--- src/rtl/uart_irq_gather.sv ---
module uart_irq_gather #(
  parameter int NCH  = 4,
  parameter int ERRW = 4
) (
  input  logic                  clk,
  input  logic                  rst,
  input  logic [NCH-1:0]        rx_rdy,
  input  logic [NCH*ERRW-1:0]   line_err,
  input  logic [NCH-1:0]        rx_tmo,
  input  logic [NCH-1:0]        tx_empty,
  input  logic [NCH-1:0]        modem_evt,
  input  logic                  wake_evt,
  input  logic                  gpio_evt,
  input  logic                  tmr_evt,
  input  logic [NCH-1:0]        ack_rx,
  input  logic [NCH-1:0]        ack_tmo,
  input  logic [NCH-1:0]        ack_tx,
  input  logic [NCH-1:0]        ack_modem,
  input  logic                  ack_wake,
  input  logic                  ack_gpio,
  input  logic                  ack_tmr,
  output logic [31:0]           irq_word,
  output logic                  irq_any
);
  localparam int SUM_W    = 8;
  localparam int CODE_W   = 3;
  localparam int CODE_LSB = SUM_W;

  localparam logic [CODE_W-1:0] C_NONE  = 3'b000;
  localparam logic [CODE_W-1:0] C_RX    = 3'b001;
  localparam logic [CODE_W-1:0] C_TMO   = 3'b010;
  localparam logic [CODE_W-1:0] C_TX    = 3'b011;
  localparam logic [CODE_W-1:0] C_MODEM = 3'b100;
  localparam logic [CODE_W-1:0] C_GPIO  = 3'b110;
  localparam logic [CODE_W-1:0] C_TMR   = 3'b111;

  logic [NCH-1:0]        summ;
  logic [NCH*CODE_W-1:0] codes;
  logic                  p_wake, p_gpio, p_tmr;

  always_ff @(posedge clk) begin
    if (rst) begin
      p_wake <= 1'b0;
      p_gpio <= 1'b0;
      p_tmr  <= 1'b0;
    end else begin
      p_wake <= wake_evt | (p_wake & ~ack_wake);
      p_gpio <= gpio_evt | (p_gpio & ~ack_gpio);
      p_tmr  <= tmr_evt  | (p_tmr  & ~ack_tmr);
    end
  end

  for (genvar c = 0; c < NCH; c++) begin : g_ch
    logic l_rx, l_tmo, l_tx, l_mod;
    logic [CODE_W-1:0] local_code;
    logic [CODE_W-1:0] code;
    logic              any_local;

    always_ff @(posedge clk) begin
      if (rst) begin
        l_rx  <= 1'b0;
        l_tmo <= 1'b0;
        l_tx  <= 1'b0;
        l_mod <= 1'b0;
      end else begin
        l_rx  <= rx_rdy[c] | (|line_err[c*ERRW +: ERRW]) | (l_rx & ~ack_rx[c]);
        l_tmo <= rx_tmo[c]    | (l_tmo & ~ack_tmo[c]);
        l_tx  <= tx_empty[c]  | (l_tx  & ~ack_tx[c]);
        l_mod <= modem_evt[c] | (l_mod & ~ack_modem[c]);
      end
    end

    assign any_local  = l_rx | l_tmo | l_tx | l_mod;
    assign local_code = l_rx  ? C_RX    :
                        l_tmo ? C_TMO   :
                        l_tx  ? C_TX    :
                        l_mod ? C_MODEM : C_NONE;

    if (c == 0) begin : g_dev
      assign code    = any_local ? local_code :
                       p_gpio    ? C_GPIO     :
                       p_tmr     ? C_TMR      : C_NONE;
      assign summ[c] = any_local | p_gpio | p_tmr | p_wake;
    end else begin : g_plain
      assign code    = local_code;
      assign summ[c] = any_local;
    end

    assign codes[c*CODE_W +: CODE_W] = code;
  end

  always_comb begin
    irq_word = '0;
    irq_word[NCH-1:0] = summ;
    irq_word[CODE_LSB +: NCH*CODE_W] = codes;
  end

  assign irq_any = |summ;
endmodule

--- config.mk ---
export PLATFORM = sky130hd
export DESIGN_NAME = uart_irq_gather
export DESIGN_NICKNAME = d
export VERILOG_FILES = /design/src/rtl/uart_irq_gather.sv
export SDC_FILE = /design/constraint.sdc
export NUM_CORES = 1
export LEC_CHECK = 0
export BUFFER_PORTS_ARGS = -buffer_cell sky130_fd_sc_hd__buf_2
export CAP_MARGIN = 20
export CORE_MARGIN = 2
export CORE_UTILIZATION = 32
export CTS_CLUSTER_SIZE = 40
export DETAILED_ROUTE_END_ITERATION = 10
export PLACE_DENSITY = 0.69
export SLEW_MARGIN = 20
export SYNTH_ARGS = -nofsm -noshare
export SYNTH_HDL_FRONTEND = slang
export SYNTH_SLANG_ARGS = --single-unit
--- constraint.sdc ---
create_clock -name clk -period 1.8 [get_ports clk]
set_input_delay 0.09 -clock clk [delete_from_list [all_inputs] [get_ports clk]]
set_output_delay 0.09 -clock clk [all_outputs]
set_load 0.005 [all_outputs]
==> impl_metrics.env, run 1 <==
export IMPL_status="finished, violations left"
export IMPL_violations="setup timing"
export IMPL_finalClockSkew_ns=0
export IMPL_dp_hpwl_mm=1.77
export IMPL_cts_made_buffers=3
export IMPL_fin_cells=251
export IMPL_num_antenna_cells=0
export IMPL_switching_share=0.260
export IMPL_place_ws_ns=0.0538
export IMPL_cts_max_path_buffers=2
export IMPL_grt_ovfl_total=0
export IMPL_nets=275
export IMPL_antenna_found_initial=0
export IMPL_place_inst=235
export IMPL_async_flop_share=0
export IMPL_cts_root_buf="clkbuf_4"
export IMPL_muxShareOfSynthArea=0
export IMPL_yosysMostFrequentCell="nor2_1"
export IMPL_worstHoldPathType="input pin to flop"
export IMPL_syn_avg_cell_area_sq_um=7.32
export IMPL_placed_area_sq_mm=0.00130
export IMPL_whs_ns=0.00773
export IMPL_critPathCaptureType="output port"
export IMPL_utilization=0.491
export IMPL_crit_family="simple AND/OR/NAND/NOR gates"
export IMPL_h_tree_depth=1
export IMPL_synth_adder_area_share=0
export IMPL_synth_xor_area_share=0
export IMPL_fp_coreArea_sq_mm=0.00298
export IMPL_postCtsSetupBuffers=0
export IMPL_power_density_mw_per_mm2=601
export IMPL_setup_worst_path_start="g_ch[0].l_mod"
export IMPL_cp_common_cell="or3_4"
export IMPL_post_route_period_util=1.14
export IMPL_synth_distinct_cells=16
export IMPL_ys_ff_latch=19
export IMPL_area_growth_pct=49.0
export IMPL_firstDrtPassIters=4
export IMPL_syn_inst=134
export IMPL_critPathBufInv=1
export IMPL_drt_iter0_drc=11
export IMPL_irDropWorstVdd_mv=0.330
export IMPL_synth_top_cell_by_area="dfxtp_1"
export IMPL_final_seq_area_sq_um=382
export IMPL_hold_violations=0
export IMPL_synth_edf_count=0
export IMPL_wirelength_mm=2.34
export IMPL_die_area_sq_mm=0.00352
export IMPL_grt_pass1_wl_mm=3.42
export IMPL_multi_input_area_sq_um=434
export IMPL_synth_simple_area_share=0.205
export IMPL_combPwrFrac=0.225
export IMPL_p_int_mw=0.650
export IMPL_ys_warn_count=0
export IMPL_cts_tree="done"
export IMPL_grt_start_max_net_pins=20
export IMPL_min_delay_start="gpio_evt"
export IMPL_synth_top_cells_by_count="nor2_1, a21oi_1, inv_1, buf_4, dfxtp_1"
export IMPL_min_period_ns=2.06
export IMPL_yosysSeqAreaShare=0.388
export IMPL_num_io_pins=89
export IMPL_cpPeakStageDelay_ns=0.47
export IMPL_dominantRegCellSynth="dfxtp_1"
export IMPL_synth_compound_area_share=0.166
export IMPL_drv_slew=0
export IMPL_total_power_mw=0.879
export IMPL_fill_cells=309
export IMPL_pwr_share_seq=0.537
export IMPL_crit_fanout=2
export IMPL_final_layout_size_suffix_gt1_frac=0.376
export IMPL_r2r_end="p_gpio"
export IMPL_die_h_um=59.4
export IMPL_fin_setup_tns_ns=-0.259
export IMPL_path_class="flop to output port"
export IMPL_maxCapViolCount=0
export IMPL_crit_chain="or3_4 > or3_4 > or4_4 > buf_2"
export IMPL_insertion_delay_ns=0.29
export IMPL_wl_per_cell_um=9.34
export IMPL_final_area_sq_mm=0.00146
export IMPL_initial_core_util=0.329
export IMPL_clkTransAtPathRegs_ns=0.10
export IMPL_startpoint_type="flop"
export IMPL_rrSetupSlack_ns=1.06
export IMPL_die_w_um=59.4
export IMPL_worst_ep_arrival_time_ns=1.97
export IMPL_clockPowerShare=0.238
export IMPL_worst_slack_ns=-0.259
export IMPL_required_ns=1.71
export IMPL_grt_use_total=0.130
export IMPL_r2r_start="p_gpio"
export IMPL_viasPerCell=4.20
export IMPL_rsz0062_at_grt="yes"
export IMPL_grt_pass1_vias=860
export IMPL_p_leak_nw=0.819
export IMPL_row_count=20
export IMPL_place_congestion=0.733
export IMPL_cp_num_cells=4
export IMPL_synth_area_leaders="dfxtp_1, buf_4, a21oi_1"
export IMPL_yosysTopAreaCellShare=0.388
export IMPL_syn_area_sq_um=981
export IMPL_cts_sinks=19
export IMPL_setup_viol=1
export IMPL_drcViolationCount=0
export IMPL_vias=1055
export IMPL_synth_top_family_by_area="buffers and inverters"
export IMPL_r2r_cells=3
export IMPL_cp_slowest_cell="or4_4"
export IMPL_timing_fmax_mhz=486
export IMPL_ant_nets=0
export IMPL_p_switching_mw=0.229
export IMPL_portBuffers=72
export IMPL_crit_end="irq_any"
## worst reg2reg max path: stages, from the launching register on
cell and delay, ns:
dfxtp_1 0.33, buf_4 0.13, a21oi_1 0.12, nor2_1 0.05
## sequential cells by signal, indices dropped and copies added, names as in the netlist
name	cells
g_ch.l_tx	4
p_wake	1
g_ch.l_mod	4
g_ch.l_tmo	4
p_gpio	1
p_tmr	1
g_ch.l_rx	4
## area by class of cell
cell class	count	area share
timing repair buffer	86	0.339
multi-input combinational	87	0.297
sequential	19	0.261
inverter	22	0.0565
tap	33	0.0283
clock buffer	4	0.0180
## power groups by stage
stage / Sequential [mW] / Combinational, mW / Clock, mW
global route: 0.477 / 0.224 / 0.241
finish: 0.472 / 0.198 / 0.209
floorplan: 0.476 / 0.112 / 0
CTS: 0.472 / 0.195 / 0.223
global placement: 0.480 / 0.173 / 0
detailed placement: 0.481 / 0.175 / 0
## logic make-up after synthesis
family | count (synthesis)
other | 1
AOI/OAI and AO/OA | 30
buffers and inverters | 43
DFF | 19
and+or+nand+nor | 41
## repair_timing
action	CTS	global route
setup endpoints to repair	1	1
resized for setup	0	3
pin swaps	0	0
hold buffers	12	0
hold endpoints to repair	12	0
## layout by cell type, fill, tap and decap left out, types with 4 or more instances in the layout
cell type,n
buf_2,72
conb_1,16
nor4_1,4
dfxtp_1,18
a21oi_1,25
dlygate4sd3_1,12
nor2_1,26
inv_1,22
## layer usage
| metal | GRT usage | wire length (um) | vias up |
|---|---|---|---|
| met1 | 0.151 | 1010 | 450 |
| li1 | - | - | 560 |
| met3 | 0.0218 | 171 | 2 |
| met2 | 0.229 | 1150 | 43 |
| met4 | 0.0584 | 14 | 0 |
| met5 | 0 | 0 | - |
## worst min path at each step
stage                                to  depth (start not counted)
after global placement     g_ch[2].l_tx                          3
after global routing             p_wake                          3
after detailed placement  g_ch[1].l_mod                          3
final                            p_gpio                          3
after CTS                 g_ch[1].l_tmo                          3
after floorplan           g_ch[0].l_mod                          2
(Power assumes the default switching activity.)
==> run 2: changes to the inputs <==
--- a/config.mk
+++ b/config.mk
@@ -5,13 +5,14 @@
 export SDC_FILE = /design/constraint.sdc
 export NUM_CORES = 1
 export LEC_CHECK = 0
+export ABC_AREA = 1
 export BUFFER_PORTS_ARGS = -buffer_cell sky130_fd_sc_hd__buf_2
 export CAP_MARGIN = 20
 export CORE_MARGIN = 2
 export CORE_UTILIZATION = 32
 export CTS_CLUSTER_SIZE = 40
 export DETAILED_ROUTE_END_ITERATION = 10
-export PLACE_DENSITY = 0.69
+export PLACE_DENSITY = 0.67
 export SLEW_MARGIN = 20
 export SYNTH_ARGS = -nofsm -noshare
 export SYNTH_HDL_FRONTEND = slang
==> run 2 against run 1 <==
Against the previous run:
- the run now ends clean
- clock power grew 2%
- count of clock-buffer cells in the layout did not move
- fmax is 57% higher
- sequential cell count unchanged
- via count rose by 8.9%
- critical path type unchanged
==> impl_metrics.env, run 2 <==
export IMPL_status="finished clean"
export IMPL_fin_cells=283
export IMPL_finalClockSkew_ns=0
export IMPL_utilization=0.486
export IMPL_async_flop_share=0
export IMPL_worst_slack_ns=0.493
export IMPL_synth_top_family_by_area="simple AND/OR/NAND/NOR gates"
export IMPL_whs_ns=0.00617
export IMPL_post_cts_resized=0
export IMPL_synth_compound_area_share=0.0918
export IMPL_vias=1149
export IMPL_synth_xor_area_share=0
export IMPL_wirelength_mm=2.46
export IMPL_final_cell_mix="buf_2, nor2_1, inv_1"
export IMPL_syn_inst=157
export IMPL_row_count=20
export IMPL_muxShareOfSynthArea=0
export IMPL_cts_max_path_buffers=2
export IMPL_grt_pass1_wl_mm=3.84
export IMPL_dominantRegCellSynth="dfxtp_1"
export IMPL_synth_top_cell_by_area="dfxtp_1"
export IMPL_cts_root_buf="clkbuf_4"
export IMPL_hold_violations=0
export IMPL_die_h_um=60.9
export IMPL_clkTransAtPathRegs_ns=0.11
export IMPL_dp_hpwl_mm=1.85
export IMPL_grt_pass1_vias=988
export IMPL_min_period_ns=1.31
export IMPL_timing_fmax_mhz=765
export IMPL_ys_ff_latch=19
export IMPL_die_w_um=60.9
export IMPL_yosysTopAreaCellShare=0.367
export IMPL_setup_viol=0
export IMPL_portBuffers=72
export IMPL_required_ns=1.71
export IMPL_p_leak_nw=0.840
export IMPL_yosysSeqAreaShare=0.367
export IMPL_nets=296
export IMPL_synth_edf_count=0
export IMPL_synth_area_leaders="dfxtp_1, nor2_1, buf_4"
export IMPL_grt_ovfl_total=0
export IMPL_rsz0062_at_grt="no"
export IMPL_num_antenna_cells=0
export IMPL_ant_nets=0
export IMPL_mostFrequentLayoutCell="buf_2"
export IMPL_antenna_found_initial=0
export IMPL_initial_core_util=0.337
export IMPL_crit_fanout=3
export IMPL_area_growth_pct=44.3
export IMPL_final_layout_size_suffix_gt1_frac=0.335
export IMPL_cts_made_buffers=3
export IMPL_yosysMostFrequentCell="nor2_1"
export IMPL_synth_simple_area_share=0.279
export IMPL_maxCapViolCount=0
export IMPL_num_io_pins=89
export IMPL_cts_tree="done"
export IMPL_startpoint_type="flop"
export IMPL_fin_setup_tns_ns=0
export IMPL_critPathCaptureType="output port"
export IMPL_die_area_sq_mm=0.00371
export IMPL_cts_hold_buf=12
export IMPL_postCtsSetupBuffers=0
export IMPL_cts_sinks=19
export IMPL_drt_iter0_drc=32
export IMPL_grt_use_total=0.139
export IMPL_synth_distinct_cells=15
export IMPL_path_class="flop to output port"
export IMPL_irDropWorstVdd_mv=0.371
export IMPL_drcViolationCount=0
export IMPL_grt_start_max_net_pins=20
export IMPL_synth_adder_area_share=0
export IMPL_place_inst=267
export IMPL_worst_ep_arrival_time_ns=1.22
export IMPL_total_power_mw=0.885
export IMPL_final_area_sq_mm=0.00150
export IMPL_insertion_delay_ns=0.29
export IMPL_h_tree_depth=1
export IMPL_power_density_mw_per_mm2=592
export IMPL_place_ws_ns=0.808
export IMPL_post_route_period_util=0.726
export IMPL_fp_coreArea_sq_mm=0.00308
export IMPL_drv_slew=0
export IMPL_firstDrtPassIters=4
export IMPL_place_congestion=0.680
export IMPL_syn_area_sq_mm=0.00104
export IMPL_worstHoldPathType="input pin to flop"
export IMPL_synth_top_cells_by_count="nor2_1, inv_1, buf_4, dfxtp_1, a21oi_1"
export IMPL_viasPerCell=4.06
export IMPL_ys_warn_count=0
export IMPL_wl_per_cell_um=8.70
export IMPL_fill_cells=352
export IMPL_placed_area_sq_mm=0.00135
export IMPL_syn_avg_cell_area_sq_um=6.60
==> run 2: worst max-delay path, cell delays in order, from the launching register on <==
cell and delay, ns:
dfxtp_1 0.34, nor2_1 0.13, nand2_1 0.09, nor2_2 0.15
nand3_1 0.08, buf_2 0.13
==> run 2: area by class of cell <==
| type | instances | area (sq um) | share of cell area |
|---|---|---|---|
| timing repair buffer | 84 | 480 | 0.321 |
| multi-input combinational | 103 | 444 | 0.297 |
| sequential | 19 | 380 | 0.254 |
| inverter | 29 | 109 | 0.0728 |
| tap | 44 | 55.1 | 0.0368 |
| clock buffer | 4 | 26.3 | 0.0176 |
==> run 2: logic make-up after synthesis <==
group           after synthesis
simple gates                 68
flops                        19
compound gates               19
other cells                   1
buf+inv                      50
==> run 2: report_power, final <==
part | internal, mW | switching [mW]
Combinational | 0.109 | 0.0970
Sequential | 0.448 | 0.0168
Clock | 0.0862 | 0.128
Total | 0.643 | 0.242
==> run 2: path summary, 6_finish.rpt <==
check / from / to / slack (ns) / depth (start not counted)
worst max register to register: g_ch[2].l_rx / g_ch[2].l_rx / 1.04 / 4
worst max-delay path: g_ch[0].l_tmo / irq_any / 0.49 / 5
worst min register to register: g_ch[0].l_tx / g_ch[0].l_tx / 0.53 / 2
worst min-delay path: rx_tmo[0] / g_ch[0].l_tmo / 0.006 / 3
==> run 2: routing by layer <==
metal  track usage  vias to the layer above  part of all wire
met5             0                        -                 0
met4        0.0280                        0            0.0049
met3        0.0490                        2             0.089
met2         0.261                       55              0.50
met1         0.150                      487              0.41
li1              -                      605                 -
